--- config.mk ---
export PLATFORM = sky130hd
export DESIGN_NAME = hwcur_overlay
export DESIGN_NICKNAME = d
export VERILOG_FILES = /design/src/rtl/hwcur_pkg.sv /design/src/rtl/hwcur_fetch_seq.sv /design/src/rtl/hwcur_colour_conv.sv /design/src/rtl/hwcur_pix_mix.sv /design/src/rtl/hwcur_overlay.sv
export SDC_FILE = /design/constraint.sdc
export NUM_CORES = 1
export LEC_CHECK = 0
export ABC_AREA = 1
export BUFFER_PORTS_ARGS = -buffer_cell sky130_fd_sc_hd__buf_2
export CAP_MARGIN = 20
export CORE_MARGIN = 2
export CORE_UTILIZATION = 60
export CTS_CLUSTER_DIAMETER = 100
export CTS_CLUSTER_SIZE = 8
export DETAILED_ROUTE_END_ITERATION = 8
export MAX_ROUTING_LAYER = met4
export PLACE_DENSITY = 0.83
export REMOVE_ABC_BUFFERS = 1
export SYNTH_ARGS = -nofsm -noshare
export SYNTH_HDL_FRONTEND = slang
export SYNTH_SLANG_ARGS = --single-unit
--- constraint.sdc ---
create_clock -name clk -period 4.28 [get_ports clk]
set_clock_uncertainty 0.1 [all_clocks]
set_input_delay 0.428 -clock clk [delete_from_list [all_inputs] [get_ports clk]]
set_output_delay 0.428 -clock clk [all_outputs]
set_load 0.01 [all_outputs]
--- src/rtl/hwcur_pkg.sv ---
package hwcur_pkg;

   typedef enum logic [2:0] {
      DEP_8  = 3'd0,
      DEP_15 = 3'd1,
      DEP_16 = 3'd2,
      DEP_24 = 3'd3,
      DEP_32 = 3'd4
   } depth_e;

   // 5-5-5 word to 8-8-8, low bits filled from each channel's top bits
   function automatic logic [31:0] rgb555_to_32(input logic [15:0] c);
      logic [4:0] r, g, b;
      r = c[14:10];
      g = c[9:5];
      b = c[4:0];
      return {8'h00, r, r[4:2], g, g[4:2], b, b[4:2]};
   endfunction

   // 5-6-5 word to 8-8-8
   function automatic logic [31:0] rgb565_to_32(input logic [15:0] c);
      logic [4:0] r, b;
      logic [5:0] g;
      r = c[15:11];
      g = c[10:5];
      b = c[4:0];
      return {8'h00, r, r[4:2], g, g[5:4], b, b[4:2]};
   endfunction

endpackage

--- src/rtl/hwcur_fetch_seq.sv ---
// Per-line sequencer: pattern word reads and palette lookups.
module hwcur_fetch_seq #(
   parameter int ADDR_W = 24,
   parameter int GRP_W  = 16,
   parameter int NGRP   = 4,
   parameter int PIX_W  = 32,
   parameter int PAL_W  = 8
) (
   input  logic                        clk,
   input  logic                        rst_n,
   input  logic                        frame_start,
   input  logic                        line_start,
   input  logic [ADDR_W-1:0]           base_addr,
   input  logic [PAL_W-1:0]            fg_idx,
   input  logic [PAL_W-1:0]            bg_idx,
   output logic                        fetch_req,
   output logic [ADDR_W-1:0]           fetch_addr,
   input  logic [GRP_W-1:0]            fetch_rdata,
   output logic [PAL_W-1:0]            pal_idx,
   input  logic [PIX_W-1:0]            pal_rgb,
   output logic [NGRP-1:0][GRP_W-1:0]  mask_w,
   output logic [NGRP-1:0][GRP_W-1:0]  data_w,
   output logic [PIX_W-1:0]            pal_fg,
   output logic [PIX_W-1:0]            pal_bg,
   output logic                        done,
   output logic                        ready
);
   localparam int NWORD      = 2 * NGRP;
   localparam int CNT_W      = $clog2(NWORD + 1);
   localparam int WORD_BYTES = GRP_W / 8;
   localparam int LINE_BYTES = NWORD * WORD_BYTES;

   logic              busy;
   logic [CNT_W-1:0]  cnt;
   logic [ADDR_W-1:0] cur_addr;
   logic [ADDR_W-1:0] next_addr;
   logic [ADDR_W-1:0] start_addr;
   logic [GRP_W-1:0]  word_q [NWORD];

   assign start_addr = frame_start ? base_addr : next_addr;

   always_ff @(posedge clk or negedge rst_n) begin
      if (!rst_n) begin
         busy      <= 1'b0;
         cnt       <= '0;
         ready     <= 1'b0;
         cur_addr  <= '0;
         next_addr <= '0;
      end else if (line_start) begin
         busy      <= 1'b1;
         cnt       <= '0;
         ready     <= 1'b0;
         cur_addr  <= start_addr;
         next_addr <= start_addr + ADDR_W'(LINE_BYTES);
      end else begin
         if (frame_start)
            next_addr <= base_addr;
         if (busy) begin
            cnt <= cnt + 1'b1;
            if (cnt == CNT_W'(NWORD)) begin
               busy  <= 1'b0;
               ready <= 1'b1;
            end
         end
      end
   end

   assign done       = busy && (cnt == CNT_W'(NWORD));
   assign fetch_req  = busy && (cnt < CNT_W'(NWORD));
   assign fetch_addr = cur_addr + ADDR_W'(cnt) * ADDR_W'(WORD_BYTES);
   assign pal_idx    = (cnt == '0) ? fg_idx : bg_idx;

   // word k is returned while cnt == k+1
   for (genvar w = 0; w < NWORD; w++) begin : g_word
      always_ff @(posedge clk or negedge rst_n) begin
         if (!rst_n)
            word_q[w] <= '0;
         else if (busy && cnt == CNT_W'(w + 1))
            word_q[w] <= fetch_rdata;
      end
   end

   for (genvar g = 0; g < NGRP; g++) begin : g_grp
      assign mask_w[g] = word_q[2*g];
      assign data_w[g] = word_q[2*g+1];
   end

   always_ff @(posedge clk or negedge rst_n) begin
      if (!rst_n) begin
         pal_fg <= '0;
         pal_bg <= '0;
      end else if (busy) begin
         if (cnt == CNT_W'(1)) pal_fg <= pal_rgb;
         if (cnt == CNT_W'(2)) pal_bg <= pal_rgb;
      end
   end

endmodule

--- src/rtl/hwcur_colour_conv.sv ---
// Depth-dependent conversion of one cursor colour.
module hwcur_colour_conv
   import hwcur_pkg::*;
#(
   parameter int PIX_W = 32
) (
   input  logic [2:0]       depth,
   input  logic             alt_mode,
   input  logic [PIX_W-1:0] raw,
   input  logic [PIX_W-1:0] pal,
   output logic [PIX_W-1:0] rgb
);
   if (PIX_W != 32) begin : g_bad_pix
      $error("hwcur_colour_conv: PIX_W must be 32");
   end

   always_comb begin
      rgb = raw;
      if (!alt_mode) begin
         case (depth_e'(depth))
            DEP_8:   rgb = pal;
            DEP_15:  rgb = rgb555_to_32(raw[15:0]);
            DEP_16:  rgb = rgb565_to_32(raw[15:0]);
            default: rgb = raw;
         endcase
      end
   end

endmodule

--- src/rtl/hwcur_pix_mix.sv ---
// Column decode, mask test and registered output stage.
module hwcur_pix_mix #(
   parameter int CUR_W = 64,
   parameter int GRP_W = 16,
   parameter int X_W   = 12,
   parameter int PIX_W = 32
) (
   input  logic                                clk,
   input  logic                                rst_n,
   input  logic                                ready,
   input  logic                                cur_on,
   input  logic                                alt_mode,
   input  logic [X_W:0]                        cur_x,
   input  logic [CUR_W/GRP_W-1:0][GRP_W-1:0]   mask_w,
   input  logic [CUR_W/GRP_W-1:0][GRP_W-1:0]   data_w,
   input  logic [PIX_W-1:0]                    fg,
   input  logic [PIX_W-1:0]                    bg,
   input  logic                                pix_valid,
   input  logic [X_W-1:0]                      pix_x,
   input  logic [PIX_W-1:0]                    pix_rgb,
   output logic                                out_valid,
   output logic [PIX_W-1:0]                    out_rgb,
   output logic                                out_ovr
);
   localparam int LG  = $clog2(GRP_W);
   localparam int LC  = $clog2(CUR_W);
   localparam int C_W = X_W + 2;
   localparam logic [C_W-1:0] CUR_W_L = C_W'(CUR_W);
   localparam logic [LG-1:0]  TOP_BIT = LG'(GRP_W - 1);

   logic [C_W-1:0] col;
   logic           in_win;
   logic [LC-LG-1:0] g_idx;
   logic [LG-1:0]  b_sel;
   logic           m_bit, d_bit, hit;

   assign col    = {2'b00, pix_x} - {cur_x[X_W], cur_x};
   assign in_win = !col[C_W-1] && (col < CUR_W_L);
   assign g_idx  = col[LC-1:LG];
   assign b_sel  = TOP_BIT - col[LG-1:0];
   assign m_bit  = mask_w[g_idx][b_sel] ^ alt_mode;
   assign d_bit  = data_w[g_idx][b_sel];
   assign hit    = ready && cur_on && in_win && m_bit;

   always_ff @(posedge clk or negedge rst_n) begin
      if (!rst_n) begin
         out_valid <= 1'b0;
         out_ovr   <= 1'b0;
         out_rgb   <= '0;
      end else begin
         out_valid <= pix_valid;
         out_ovr   <= pix_valid && hit;
         out_rgb   <= hit ? (d_bit ? fg : bg) : pix_rgb;
      end
   end

endmodule

--- src/rtl/hwcur_overlay.sv ---
module hwcur_overlay #(
   parameter int CUR_W  = 64,
   parameter int GRP_W  = 16,
   parameter int ADDR_W = 24,
   parameter int X_W    = 12,
   parameter int PIX_W  = 32,
   parameter int PAL_W  = 8
) (
   input  logic              clk,
   input  logic              rst_n,
   input  logic              frame_start,
   input  logic              line_start,
   input  logic [ADDR_W-1:0] base_addr,
   input  logic [2:0]        depth,
   input  logic              alt_mode,
   input  logic [PIX_W-1:0]  fg_col,
   input  logic [PIX_W-1:0]  bg_col,
   input  logic              cur_on,
   input  logic [X_W:0]      cur_x,
   output logic              fetch_req,
   output logic [ADDR_W-1:0] fetch_addr,
   input  logic [GRP_W-1:0]  fetch_rdata,
   output logic [PAL_W-1:0]  pal_idx,
   input  logic [PIX_W-1:0]  pal_rgb,
   input  logic              pix_valid,
   input  logic [X_W-1:0]    pix_x,
   input  logic [PIX_W-1:0]  pix_rgb,
   output logic              out_valid,
   output logic [PIX_W-1:0]  out_rgb,
   output logic              out_ovr
);
   localparam int NGRP = CUR_W / GRP_W;

   if (CUR_W % GRP_W != 0 || (1 << $clog2(CUR_W)) != CUR_W ||
       (1 << $clog2(GRP_W)) != GRP_W) begin : g_bad_geom
      $error("hwcur_overlay: CUR_W and GRP_W must be powers of two, GRP_W dividing CUR_W");
   end
   if (NGRP < 2 || GRP_W % 8 != 0) begin : g_bad_grp
      $error("hwcur_overlay: need at least two groups of whole bytes");
   end
   if (X_W < $clog2(CUR_W) || PAL_W > PIX_W) begin : g_bad_w
      $error("hwcur_overlay: X_W or PAL_W out of range");
   end

   // per-line captured controls
   logic [PIX_W-1:0] lat_fg, lat_bg;
   logic [2:0]       lat_depth;
   logic             lat_alt;

   always_ff @(posedge clk or negedge rst_n) begin
      if (!rst_n) begin
         lat_fg    <= '0;
         lat_bg    <= '0;
         lat_depth <= '0;
         lat_alt   <= 1'b0;
      end else if (line_start) begin
         lat_fg    <= fg_col;
         lat_bg    <= bg_col;
         lat_depth <= depth;
         lat_alt   <= alt_mode;
      end
   end

   logic [NGRP-1:0][GRP_W-1:0] mask_w, data_w;
   logic [PIX_W-1:0] pal_fg, pal_bg, conv_fg, conv_bg, fg_q, bg_q;
   logic             done, ready;

   hwcur_fetch_seq #(
      .ADDR_W(ADDR_W), .GRP_W(GRP_W), .NGRP(NGRP), .PIX_W(PIX_W), .PAL_W(PAL_W)
   ) u_seq (
      .clk(clk), .rst_n(rst_n),
      .frame_start(frame_start), .line_start(line_start), .base_addr(base_addr),
      .fg_idx(lat_fg[PAL_W-1:0]), .bg_idx(lat_bg[PAL_W-1:0]),
      .fetch_req(fetch_req), .fetch_addr(fetch_addr), .fetch_rdata(fetch_rdata),
      .pal_idx(pal_idx), .pal_rgb(pal_rgb),
      .mask_w(mask_w), .data_w(data_w),
      .pal_fg(pal_fg), .pal_bg(pal_bg),
      .done(done), .ready(ready)
   );

   hwcur_colour_conv #(.PIX_W(PIX_W)) u_conv_fg (
      .depth(lat_depth), .alt_mode(lat_alt), .raw(lat_fg), .pal(pal_fg), .rgb(conv_fg)
   );

   hwcur_colour_conv #(.PIX_W(PIX_W)) u_conv_bg (
      .depth(lat_depth), .alt_mode(lat_alt), .raw(lat_bg), .pal(pal_bg), .rgb(conv_bg)
   );

   // colours frozen once per line when the sequence completes
   always_ff @(posedge clk or negedge rst_n) begin
      if (!rst_n) begin
         fg_q <= '0;
         bg_q <= '0;
      end else if (done) begin
         fg_q <= conv_fg;
         bg_q <= conv_bg;
      end
   end

   hwcur_pix_mix #(
      .CUR_W(CUR_W), .GRP_W(GRP_W), .X_W(X_W), .PIX_W(PIX_W)
   ) u_mix (
      .clk(clk), .rst_n(rst_n),
      .ready(ready), .cur_on(cur_on), .alt_mode(lat_alt), .cur_x(cur_x),
      .mask_w(mask_w), .data_w(data_w), .fg(fg_q), .bg(bg_q),
      .pix_valid(pix_valid), .pix_x(pix_x), .pix_rgb(pix_rgb),
      .out_valid(out_valid), .out_rgb(out_rgb), .out_ovr(out_ovr)
   );

endmodule

### Word-level counts from Yosys, hierarchy flattened

Index checks and enable logic that the tools add are counted.

| storage, ports and cells | value |
|---|---|
| bits in registers | 412 |
| bits of input ports | 203 |
| output and inout port bits | 67 |

| cells by class | value |
|---|---|
| add/subtract/negate cells | 5 |
| $lt $le $gt $ge | 4 |
| equal/unequal tests | 10 |
| mux-type cells | 25 |
| bitwise logic cells | 1 |
| reductions and logical operators | 22 |

Operators by type and width:

| cell | number |
|---|---|
| 32-bit one-hot mux with 3 select lines | 2 |
| 32-bit 2-to-1 mux | 4 |
| 16-bit binary-select mux with 2-bit select | 2 |
| 24-bit 2-to-1 mux | 2 |
| 16-bit 2-to-1 mux | 2 |
| 24-bit by 5-bit adder with 24-bit output | 1 |
| 24-bit by 5-bit adder with 24-bit output, second input constant | 1 |
| 4-bit by 3-bit equality test with 1-bit output, second input constant | 4 |
| 1-bit logical AND | 14 |
| 14-bit by 7-bit < comparator with 1-bit output, second input constant | 1 |
| 13-bit by 13-bit subtractor with 14-bit output | 1 |
| 1-bit binary-select mux with 4-bit select | 2 |
| 4-bit by 2-bit equality test with 1-bit output, second input constant | 2 |
| 1-bit 2-to-1 mux | 8 |
| 4-bit 2-to-1 mux | 2 |
| 8-bit 2-to-1 mux | 1 |
| 2-bit AND reduction | 3 |
| 4-bit by 5-bit < comparator with 1-bit output, second input constant | 1 |
| 4-bit by 1-bit adder with 4-bit output, second input constant | 1 |
| 4-bit by 1-bit equality test with 1-bit output, second input constant | 1 |
| 4-bit equality test, second input constant | 1 |
| 4-bit logical NOT | 1 |
| 4-bit < comparator, second input constant | 1 |
| 2-bit nonzero test | 2 |
| other kinds (7) | 7 |

### Depth between registers and ports, before layout

Gate-level depths: netlist (run 1).

| logic depth | value |
|---|---|
| depth in word-level cells | 8 |
| gate-level depth with buffers | 23 |
| mapped depth without buffers | 21 |

### Hierarchy

From an unflattened synthesis (run 1), not the netlist that was laid out.

| second synthesis, totals | value |
|---|---|
| cell total of the unflattened synthesis | 2812 |
| area, all modules | 21281.7 µm² |

Modules (own cells, without submodules):

| module | times used | cells an instance | area an instance (µm²) |
|---|---|---|---|
| hwcur_fetch_seq | 1 | 1161 | 10438.8 |
| hwcur_overlay | 1 | 558 | 4961.0 |
| hwcur_pix_mix | 1 | 733 | 4175.3 |
| hwcur_colour_conv | 2 | 180 | 853.3 |

### Worst setup path before layout (run 1)

No wires, ideal clock.

| path | value |
|---|---|
| path kind | reg2out |
| from | register u_seq.cnt[0] |
| to | output port fetch_addr[21] |
| arrival | 2.471 ns |
| required time | 3.752 ns |
| setup slack | 1.281 ns |
| cell stages (with the launch flop) | 13 |
| buffers on the path | 0 |
| cells stage by stage | dfrtp_1 > ha_1 > inv_1 > fa_1 > o21ai_0 > nand3_1 > nor2_1 > nand3_1 > nor2_1 > nand3_1 > nor2_1 > nand3_1 > xnor2_1 |

| on the way | value |
|---|---|
| cells in the longest elaborated chain, start to end | 1 |

RTL lines:

| what | line | text |
|---|---|---|
| from (decl) | hwcur_fetch_seq.sv:34 | `logic [CNT_W-1:0] cnt;` |
| from (signal assigned) | hwcur_fetch_seq.sv:59 | `cnt <= cnt + 1'b1;` |
| 24-bit by 5-bit adder with 24-bit output | hwcur_fetch_seq.sv:70 | `assign fetch_addr = cur_addr + ADDR_W'(cnt) * ADDR_W'(WORD_BYTES);` |
| to (decl) | hwcur_overlay.sv:21 | `output logic [ADDR_W-1:0] fetch_addr,` |

Every way passes these cells.

### Worst setup path in the final report (run 1)

Same ends and word-level chain as after synthesis.

==> results.md, run 1 <==
* Status: complete, but fails checks
* Failing checks: DRC
* Leakage power at approximately 13 nW
* Final RePlAce weighted congestion at 0.907
* Gate Count Post-Synth at approximately 2.5k
* Switching power as a share of total power at 0.317
* Switching pwr at 3.76 mW
* Min-delay worst type: in2reg
* HPWL reported at the end of detailed placement at ~35000 µm
* Crit path arrival time at 3.41 ns
* Port Buffers at about 270
* Max Transition Viols Final at 0
* Sum of negative setup slack at 0 ns
* Highest net fanout along the worst path at 5
* RSZ-0062 raised after global routing: no
* Latest clock arrival within the worst-skew pair at 0.59 ns
* Count of standard-cell rows at 66
* Required time worst endpoint at 3.75 ns
* Register-to-register path setup slack at 0.92 ns
* Combinational share of power at 0.222
* ANT nets after route at 0
* Overall global routing resource usage at 0.354
* Final Setup Violations at 0
* # nets final at 3034
* Total of flip-flops plus latches after synthesis at around 410
* Clock network fraction of total power at 0.339
* Worst rel slew slack at 0.257
* Summed instance area of the synthesized netlist at about 20000 µm²
* I/O pin count at 270
* Tightest Pin Transition at about 1.1 ns
* Vias post-DR at roughly 19k
* Final critical delay including setup and external delays at 3.94 ns
* Number of antenna violations at the first check in global routing at 4
* VDD IR max at 0.368 mV
* Type of origin of the critical path: flip-flop
* Worst-case hold path end point: u_seq.pal_bg[21]
* Vias in the first global route at approximately 19k
* Post-route worst hold slack at ~0.013 ns
* Die area at ~35000 µm²
* Clock edge transition at the registers on the reported setup and hold paths at about 0.050 ns
* CP Launch Point: u_seq.cnt[0]
* Sequential Power Share at 0.439
* Maximum level of the CTS H-tree at 2
* Most common library cell in the layout ignoring fill and taps: sky130_fd_sc_hd__nand2_1
* PwrDens at slightly below 500 nW/µm²
* Die extent in y at 187 µm
* Total CTS buffers at 57
* Share of the yosys chip area belonging to registers at 0.514
* Hold Path Stages at 3
* Detailed-route DRC error count at 2
* Source of the worst register-to-register timing path: lat_depth[0]
* TritonCTS clock tree: done
* Mean instance size in the synthesized netlist at 8.05 µm²
* Clock sinks at 412
* DR vias/cell at about 5.8
* Worst hold start: pal_rgb[21]
* Share of async-settable or async-resettable flops after synthesis at 1.00
* Initial cell density of the core at 0.613
* Routed WL per cell at around 18 µm
* Final worst-path cycle share at 0.920
* Number of max-cap violations at 0
* RR Endpoint: bg_q[13]
* Classification of the worst setup path: reg2out
* Final standard cell count with taps included and fillers excluded at approximately 3.3k
* Number of optimization iterations in the first detailed-route pass at 8
* Total placed cells including tap cells at around 3.1k
* Pin count of the biggest net entering global routing at 124
* Share of cells above drive strength 1 at 0.139
* Number of setup buffers added after CTS at 0
* Internal Dissipation at ~8 mW
* Type of element capturing the critical path: primary output
* Wire length of the first global-routing pass at a little under 100000 µm
* Area Growth Syn to Fin at 21.1%
* Number of flops mapped to enable cells by yosys at 0
* Fmax achieved at around 250 MHz
* Die span in x at roughly 190 µm
* Ys flop type: sky130_fd_sc_hd__dfrtp_1
* Buffer levels on the longest clock path at 3
* Most frequent cells in the layout: sky130_fd_sc_hd__nand2_1 (872), sky130_fd_sc_hd__dfrtp_1 (412), sky130_fd_sc_hd__o21ai_0 (313), sky130_fd_sc_hd__buf_2 (267), sky130_fd_sc_hd__inv_1 (218)
* Sum of routed wire length over all layers at around 59000 µm
* Initial DRC Count at about 2.1k
* Count of unique library cells instantiated by Yosys at between 40 and 50
* Total count of hold-check failures in the final report at 0
* Count of cells along the worst register-to-register path at 11
* Root cell of the clock tree: sky130_fd_sc_hd__clkbuf_16
* Count of yosys warnings during synthesis at 0
* Gr ovfl total at 0
* Area of the core at approximately 33000 µm²
## stage by stage
step                      cell area, µm²  worst slack [ns]  power, mW  utilization
after floorplan                    19400             -1.16       6.73            -
after global placement             21600             0.548       7.56        0.660
after detailed placement           21600             0.414       7.69        0.660
after CTS                          24200            0.0779       11.8        0.739
after global routing               24300            0.0227       12.5        0.742
final                              24300             0.341       11.9        0.742
## Yosys cell counts, drive strengths merged, types with 3 or more instances
cell     count  area (µm²)
nand2      879        3310
mux2         4        45.0
buf         46         284
a2111oi      4        35.0
nand3      179         926
ha          21         263
nand3b      25         200
a211oi      17         128
mux2i       13         130
xnor2       16         140
a31oi       11        68.8
xor2        26         228
o22ai       15        93.8
a21oi       50         265
dfrtp      412       10300
nor2        46         173
clkbuf      96         360
o21ai      325        1630
nand4        4        25.0
o21a        15         113
o211ai       4        30.0
or2          5        31.3
nor3        17        90.1
inv        221         830
a221oi      21         184
nor4         3        18.8
## how the worst max path moves through the flow
stage | to | cells after the start
floorplan | u_mix.out_rgb[0] | 19
global placement | u_mix.out_rgb[0] | 22
detailed placement | u_mix.out_rgb[16] | 22
CTS | fetch_addr[21] | 13
global route | fetch_addr[21] | 13
finish | fetch_addr[21] | 13
## flip-flops by register name, summed over array words and instances (netlist names), 3 cells and up
| signal | count |
|---|---|
| bg_q | 32 |
| fg_q | 32 |
| lat_bg | 32 |
| u_seq.pal_bg | 32 |
| u_seq.next_addr | 24 |
| u_seq.pal_fg | 32 |
| u_seq.mask_w | 64 |
| u_seq.data_w | 64 |
| u_seq.cur_addr | 24 |
| lat_depth | 3 |
| u_seq.cnt | 4 |
| u_mix.out_rgb | 32 |
| lat_fg | 32 |
## per-layer routing
metal	track usage	wire (µm)	vias to the layer above
met4	0.154	2620	0
li1	-	-	8660
met2	0.560	27800	1070
met5	-	0	-
met3	0.0724	5340	231
met1	0.445	23300	9004
## power groups by stage
| stage | Combinational [mW] | Sequential, mW | Clock [mW] |
|---|---|---|---|
| detailed placement | 2.47 | 5.23 | 0 |
| floorplan | 1.63 | 5.10 | 0 |
| global route | 2.97 | 5.29 | 4.23 |
| finish | 2.63 | 5.21 | 4.02 |
| global placement | 2.37 | 5.18 | 0 |
| CTS | 2.57 | 5.18 | 4.04 |
## worst max-delay path, stage by stage (launching register included)
cell and delay [ns]:
sky130_fd_sc_hd__dfrtp_1 0.43, sky130_fd_sc_hd__ha_1 0.22, sky130_fd_sc_hd__inv_1 0.06, sky130_fd_sc_hd__fa_1 0.41, sky130_fd_sc_hd__o21ai_2 0.20, sky130_fd_sc_hd__nand3_1 0.13
sky130_fd_sc_hd__nor2_1 0.20, sky130_fd_sc_hd__nand3_1 0.15, sky130_fd_sc_hd__nor2_1 0.17, sky130_fd_sc_hd__nand3_1 0.17, sky130_fd_sc_hd__nor2_2 0.19, sky130_fd_sc_hd__nand3_1 0.13
sky130_fd_sc_hd__xnor2_1 0.20, sky130_fd_sc_hd__buf_2 0.17
## kinds of logic (layout without fill, tap and decap cells)
kind of cell / after synthesis / count (layout) / share of synthesized area
flops: 412 / 412 / 0.514
simple gates: 1161 / 1161 / 0.239
compound gates: 470 / 470 / 0.130
xor+xnor: 42 / 42 / 0.0183
fa+ha+maj: 23 / 23 / 0.0151
mux: 17 / 17 / 0.00874
other cells: 0 / 5 / 0
buf+inv: 364 / 685 / 0.0737
## timing repair
action,in CTS,in global routing
endpoints found under the setup margin,0,4
hold buffers,106,0
hold endpoints to repair,165,0
gates resized for setup,0,3
## final cells by class
class / instances / area (µm²)
clock inverters: 3 / 66.3
diodes: 5 / 12.5
flip-flops and latches: 412 / 10300
fillers: 2345 / 8430
repair buffers: 402 / 2750
clock buffers: 58 / 1450
well taps: 442 / 553
multi-input cells: 1713 / 8290
inverters: 222 / 835
Power figures use the tool's default switching activity.
==> run 2: changes to the inputs <==
CORE_UTILIZATION = 30   (was 60)
PLACE_DENSITY = default   (was 0.83)
==> run 2 against run 1 <==
The run now ends clean. Setup slack worse by 0.0058 ns. Critical path depth stayed put. Worst hold slack better by 0.0058 ns. Global-route usage is 16 points lower. Clock power hardly changed. Utilization is 36 points lower. Register-to-register slack better by 0.31 ns. Fmax is 0.15% lower. Sequential power is 0.8% lower. Cell count is 14% higher. Via count is 6.4% lower. Die area is 98% higher. Largest cell class unchanged. Highest routed layer unchanged.
==> results.md, run 2 (synthesis results as in run 1) <==
* Status: finished, final reports clean
* Overall global routing resource usage at 0.191
* Critical-path cell with the highest stage delay: sky130_fd_sc_hd__dfrtp_1
* Wire length of the first global-routing pass at between 100000 and 150000 µm
* Number of antenna violations at the first check in global routing at 4
* Count of cells along the worst register-to-register path at 11
* Max Transition Viols Final at 0
* Combinational share of power at 0.222
* Internal Dissipation at between 8 and 9 mW
* Count of standard-cell rows at 94
* RR Endpoint: fg_q[14]
* Root cell of the clock tree: sky130_fd_sc_hd__clkbuf_16
* Final worst-path cycle share at 0.922
* Area of all sequential standard cells at ~10000 µm²
* Final RePlAce weighted congestion at approximately 0.83
* Total count of hold-check failures in the final report at 0
* Worst setup slack before clock tree synthesis at 0.589 ns
* Clock sinks at around 410
* Vias in the first global route at 17.9k
* Maximum level of the CTS H-tree at 2
* HPWL reported at the end of detailed placement at roughly 41000 µm
* TritonCTS clock tree: done
* I/O pin count at 270
* Type of element capturing the critical path: primary output
* Tightest Pin Transition at about 1.1 ns
* Crit path max-delay family: simple AND/OR/NAND/NOR gates
* Min-delay worst type: in2reg
* Detailed-route DRC error count at 0
* Top routing layer in use: met4
* ANT nets after route at 0
* Worst rel slew slack at 0.293
* Source of the worst register-to-register timing path: lat_depth[2]
* Die span in x at between 200 and 300 µm
* Clock edge transition at the registers on the reported setup and hold paths at 0.05 ns
* Post-route worst hold slack at between 0.015 and 0.02 ns
* Classification of the worst setup path: reg2out
* Leakage power at around 13 nW
* VDD IR max at just under 0.3 mV
* Routed wire length on met2 at between 20000 and 30000 µm
* Die area at about 69000 µm²
* DR vias/cell at ~4.8
* Routed WL per cell at 17.2 µm
* Sum of routed wire length over all layers at 63800 µm
* Initial cell density of the core at 0.304
* Gr ovfl total at 0
* Crit path arrival time at between 3 and 4 ns
* Wl on met1 at approximately 30000 µm
* Share of cells above drive strength 1 at 0.141
* Worst hold start: fetch_rdata[11]
* PwrDens at around 470 nW/µm²
* Sequential Power Share at 0.438
* Detailed route wirelength on metal3 at 3490 µm
* # nets final at 3061
* Placed Instance Area at 22200 µm²
* Required time worst endpoint at roughly 3.8 ns
* Number of max-cap violations at 0
* Fillcell total at ~6.9k
* Vias post-DR at about 18k
* Latest clock arrival within the worst-skew pair at 0.61 ns
* Most frequent CP cell: sky130_fd_sc_hd__nand3_1
* Final cell utilization of the core at 0.379
* Pin count of the biggest net entering global routing at about 100
* Most common library cell in the layout ignoring fill and taps: sky130_fd_sc_hd__nand2_1
* Clock network fraction of total power at 0.340
* Register-to-register path setup slack at approximately 1.2 ns
* Min setup slack post-route at between 0.3 and 0.4 ns
* Switching power as a share of total power at 0.316
* Post-route standard cell area excluding fillers at roughly 25000 µm²
* Switching pwr at ~3.7 mW
* Initial DRC Count at about 1.2k
* Final critical delay including setup and external delays at between 3 and 4 ns
* Area of the core at 66000 µm²
* Max stage delay on crit path at ~0.42 ns
* Total CTS buffers at 57
* Area Growth Syn to Fin at 24.6%
* Critical path buffer and inverter count at 2
* Hold Path Stages at 3
* Number of optimization iterations in the first detailed-route pass at 5
* Sum of negative setup slack at 0 ns
* Fmax achieved at about 250 MHz
* Port Buffers at ~270
* Highest net fanout along the worst path at 5
* Buffer levels on the longest clock path at 3
* Most frequent cells in the layout: sky130_fd_sc_hd__nand2_1 (871), sky130_fd_sc_hd__dfrtp_1 (412), sky130_fd_sc_hd__o21ai_0 (313), sky130_fd_sc_hd__buf_2 (267), sky130_fd_sc_hd__inv_1 (218)
* Final Setup Violations at 0
* Type of origin of the critical path: flip-flop
* Cell-by-cell listing of the critical path: ha_1, inv_1, fa_1, o21ai_1, nand3_1, nor2_1, nand3_1, nor2_1, nand3_1, nor2_2, nand3_1, xnor2_1, buf_2
* Worst-case hold path end point: u_seq.data_w[59]
* Die extent in y at 263 µm
* Multi-input gate area in the final layout at 8300 µm²
* RSZ-0062 raised after global routing: no
run 2: what timing repair did:
action                                 CTS  global route
setup buffers                            0             0
setup endpoints to repair                0             4
resized for setup                        0             2
endpoints found under the hold margin  224             0
hold buffers                           123             0
run 2: per-stage QoR:
stage                     power (mW)  instances
after CTS                       11.9       3697
final                           11.8       3703
after detailed placement        7.75       3515
after global placement          7.70       3514
after floorplan                 6.73       2347
after global routing            12.6       3703
run 2: worst max path at each step:
stage / start / to / slack, ns / cells past startpoint
after floorplan: pix_x[0] / u_mix.out_rgb[0] / -1.16 / 19
after global placement: cur_x[0] / u_mix.out_rgb[18] / 0.63 / 20
after detailed placement: pix_x[0] / u_mix.out_rgb[21] / 0.59 / 17
after CTS: u_seq.cnt[0] / fetch_addr[21] / 0.10 / 13
after global routing: u_seq.cnt[0] / fetch_addr[21] / 0.005 / 13
final: u_seq.cnt[0] / fetch_addr[23] / 0.34 / 13
run 2: worst reg2reg max path: stages (launching register included):
cell and delay (ns):
sky130_fd_sc_hd__dfrtp_1 0.46, sky130_fd_sc_hd__nor3_2 0.45, sky130_fd_sc_hd__inv_2 0.30, sky130_fd_sc_hd__nand2_1 0.14, sky130_fd_sc_hd__buf_4 0.18, sky130_fd_sc_hd__inv_1 0.10, sky130_fd_sc_hd__nand2_1 0.08, sky130_fd_sc_hd__nand2_2 0.05
sky130_fd_sc_hd__inv_1 0.17, sky130_fd_sc_hd__buf_4 0.47, sky130_fd_sc_hd__o21ai_0 0.25, sky130_fd_sc_hd__o21ai_0 0.21
run 2: layout make-up:
class | count | share of cell area
Tap cell | 864 | 0.0433
Inverter | 222 | 0.0334
Clock inverter | 2 | 0.00200
Sequential cell | 412 | 0.413
Timing Repair Buffer | 429 | 0.119
Clock buffer | 57 | 0.0571
Multi-Input combinational cell | 1713 | 0.332
Antenna cell | 4 | 0.000401
run 2: metal layers:
metal | vias up | track usage
met4 | 0 | 0.0573
met1 | 8406 | 0.254
li1 | 8733 | -
met2 | 496 | 0.296
met5 | - | -
met3 | 107 | 0.0344
run 2: power by group through the flow:
| stage | clock network [mW] | registers (mW) | logic [mW] |
|---|---|---|---|
| after floorplan | 0 | 5.10 | 1.63 |
| after global placement | 0 | 5.21 | 2.49 |
| after detailed placement | 0 | 5.22 | 2.53 |
| after CTS | 4.12 | 5.17 | 2.64 |
| after global routing | 4.29 | 5.27 | 3.00 |
| final | 4.02 | 5.17 | 2.62 |
==> run 3: changes to the inputs <==
MAX_ROUTING_LAYER = default   (was met4)
==> run 3 against run 2 <==
Worst hold slack got worse by 0.0035 ns. Sequential cell count did not move. Sequential power is essentially flat. Utilization barely moved. Global-route usage fell by 0.55 points. Register-to-register slack about the same. Die area unchanged. Routed wire length hardly changed.
==> results.md, run 3 (synthesis results as in run 1) <==
* Port Buffers at between 200 and 300
* Source of the worst register-to-register timing path: lat_depth[2]
* Most frequent CP cell: sky130_fd_sc_hd__nand3_1
* Die span in x at 263 µm
* Max Transition Viols Final at 0
* Type of origin of the critical path: flip-flop
* Wire length of the first global-routing pass at between 100000 and 150000 µm
* VDD IR max at roughly 0.3 mV
* DR vias/cell at 4.80
* I/O pin count at 270
* Final RePlAce weighted congestion at between 0.8 and 0.9
* Routed WL per cell at approximately 17 µm
* Highest net fanout along the worst path at 5
* Worst setup slack before clock tree synthesis at between 0.5 and 0.6 ns
* Multi-input gate area in the final layout at slightly above 8000 µm²
* Number of max-cap violations at 0
* Overall power after layout at 11.8 mW
* Max stage delay on crit path at 0.42 ns
* Overall global routing resource usage at 0.185
* Area Growth Syn to Fin at 24.6%
* Die extent in y at approximately 260 µm
* Number of antenna violations at the first check in global routing at 4
* Internal Dissipation at 8.08 mW
* Sequential Power Share at 0.438
* Leakage power at between 10 and 15 nW
* RR Endpoint: fg_q[14]
* Hold Path Stages at 3
* Tightest Pin Transition at around 1.1 ns
* Switching power as a share of total power at 0.316
* Count of cells along the worst register-to-register path at 11
* Pin count of the biggest net entering global routing at 99
* Clock network fraction of total power at 0.340
* Type of element capturing the critical path: primary output
* Final Setup Violations at 0
* Fmax achieved at around 250 MHz
* # nets final at approximately 3k
* Total placed cells including tap cells at 3515
* CP Launch Point: u_seq.cnt[0]
* Detailed-route DRC error count at 0
* Worst rel slew slack at 0.290
* Initial DRC Count at between 1k and 1.5k
* Switching pwr at 3.73 mW
* Sum of routed wire length over all layers at about 64000 µm
* Vias in the first global route at 17.9k
* Worst-case hold path end point: u_seq.data_w[59]
* Die area at between 60000 and 70000 µm²
* Clock edge transition at the registers on the reported setup and hold paths at approximately 0.05 ns
* TritonCTS clock tree: done
* Clock sinks at 412
* Area of the core at 66000 µm²
* Register-to-register path setup slack at approximately 1.2 ns
* Critical-path cell with the highest stage delay: sky130_fd_sc_hd__dfrtp_1
* Area of all sequential standard cells at 10300 µm²
* Final critical delay including setup and external delays at 3.96 ns
* Total count of hold-check failures in the final report at 0
* Status: finished, final reports clean
* Classification of the worst setup path: reg2out
* Most common library cell in the layout ignoring fill and taps: sky130_fd_sc_hd__nand2_1
* Cell-by-cell listing of the critical path: ha_1, inv_1, fa_1, o21ai_1, nand3_1, nor2_1, nand3_1, nor2_1, nand3_1, nor2_2, nand3_1, xnor2_1, buf_2
* RSZ-0062 raised after global routing: no
* Fillcell total at approximately 6.9k
* HPWL reported at the end of detailed placement at between 40000 and 50000 µm
* Maximum level of the CTS H-tree at 2
* Most frequent cells in the layout: sky130_fd_sc_hd__nand2_1 (871), sky130_fd_sc_hd__dfrtp_1 (412), sky130_fd_sc_hd__o21ai_0 (313), sky130_fd_sc_hd__buf_2 (267), sky130_fd_sc_hd__inv_1 (218)
* Required time worst endpoint at approximately 3.8 ns
* Count of standard-cell rows at 94
* Number of optimization iterations in the first detailed-route pass at 5
* Vias post-DR at ~18k
* Post-route standard cell area excluding fillers at 25000 µm²
* Total CTS buffers at 57
* Placed Instance Area at 22200 µm²
* Min-delay worst type: in2reg
* Latest clock arrival within the worst-skew pair at 0.61 ns
* Gr ovfl total at 0
* Initial cell density of the core at 0.304
* Number of setup buffers added after CTS at 0
* PwrDens at 473 nW/µm²
* Final standard cell count with taps included and fillers excluded at 3700
* Root cell of the clock tree: sky130_fd_sc_hd__clkbuf_16
* Combinational share of power at 0.222
* Crit path arrival time at around 3.4 ns
* ANT nets after route at 0
* Final worst-path cycle share at 0.924
* Share of cells above drive strength 1 at 0.141
* Buffer levels on the longest clock path at 3
* Min setup slack post-route at roughly 0.32 ns
* Worst hold start: fetch_rdata[11]
==> run 3: changes by cell type in the layout (fill, tap and decap cells not counted), sizes merged <==
cell | previous run | this run
diode | 4 | 1
==> run 3: cell type report <==
type,instances,area share
timing repair buffer,429,0.119
antenna,1,0.000100
clock inverter,2,0.00200
tap,864,0.0433
sequential,412,0.413
inverter,222,0.0334
multi-input combinational,1713,0.332
clock buffer,57,0.0571
==> run 3: repair_timing <==
| action | 4_1_cts | 5_1_grt |
|---|---|---|
| gates resized for setup | 0 | 2 |
| endpoints found under the setup margin | 0 | 4 |
| hold buffers | 123 | 0 |
| hold endpoints to repair | 224 | 0 |
==> run 3: power by group through the flow <==
| stage | Combinational, mW | Clock, mW | Sequential [mW] |
|---|---|---|---|
| floorplan | 1.63 | 0 | 5.10 |
| global placement | 2.49 | 0 | 5.21 |
| detailed placement | 2.53 | 0 | 5.22 |
| CTS | 2.64 | 4.12 | 5.17 |
| global route | 3.00 | 4.29 | 5.27 |
| finish | 2.62 | 4.02 | 5.17 |
==> run 3: how the worst max path moves through the flow <==
stage | to | depth (start not counted)
after global placement | u_mix.out_rgb[18] | 20
after global routing | fetch_addr[21] | 13
final | fetch_addr[21] | 13
after floorplan | u_mix.out_rgb[0] | 19
after detailed placement | u_mix.out_rgb[21] | 17
after CTS | fetch_addr[21] | 13
==> run 3: critical path: cells and delay by family (launching register included) <==
kind | cells | cell delay [ns]
AO/OA/AOI/OAI | 1 | 0.23
flip-flops | 1 | 0.42
adder cells (fa/ha/maj) | 2 | 0.61
XOR/XNOR | 1 | 0.17
AND/OR/NAND/NOR | 7 | 1.20
buffers and inverters | 2 | 0.22
==> run 3: per-stage QoR <==
| step | setup TNS (ns) | hold WS (ns) | util |
|---|---|---|---|
| after floorplan | -53.38 | 0.0324 | - |
| after global placement | 0 | 0.353 | 0.337 |
| after detailed placement | 0 | 0.358 | 0.337 |
| after CTS | 0 | 0.00112 | 0.378 |
| after global routing | 0 | 0.0161 | 0.379 |
| final | 0 | 0.0151 | 0.379 |
==> run 3: per-layer routing <==
layer  up-vias  GRT usage  share of wire
met2       465      0.297           0.46
met1      8438      0.252           0.46
li1       8734          -              -
met3       109     0.0357          0.053
met4         6     0.0573          0.028
met5         -          0        0.00055
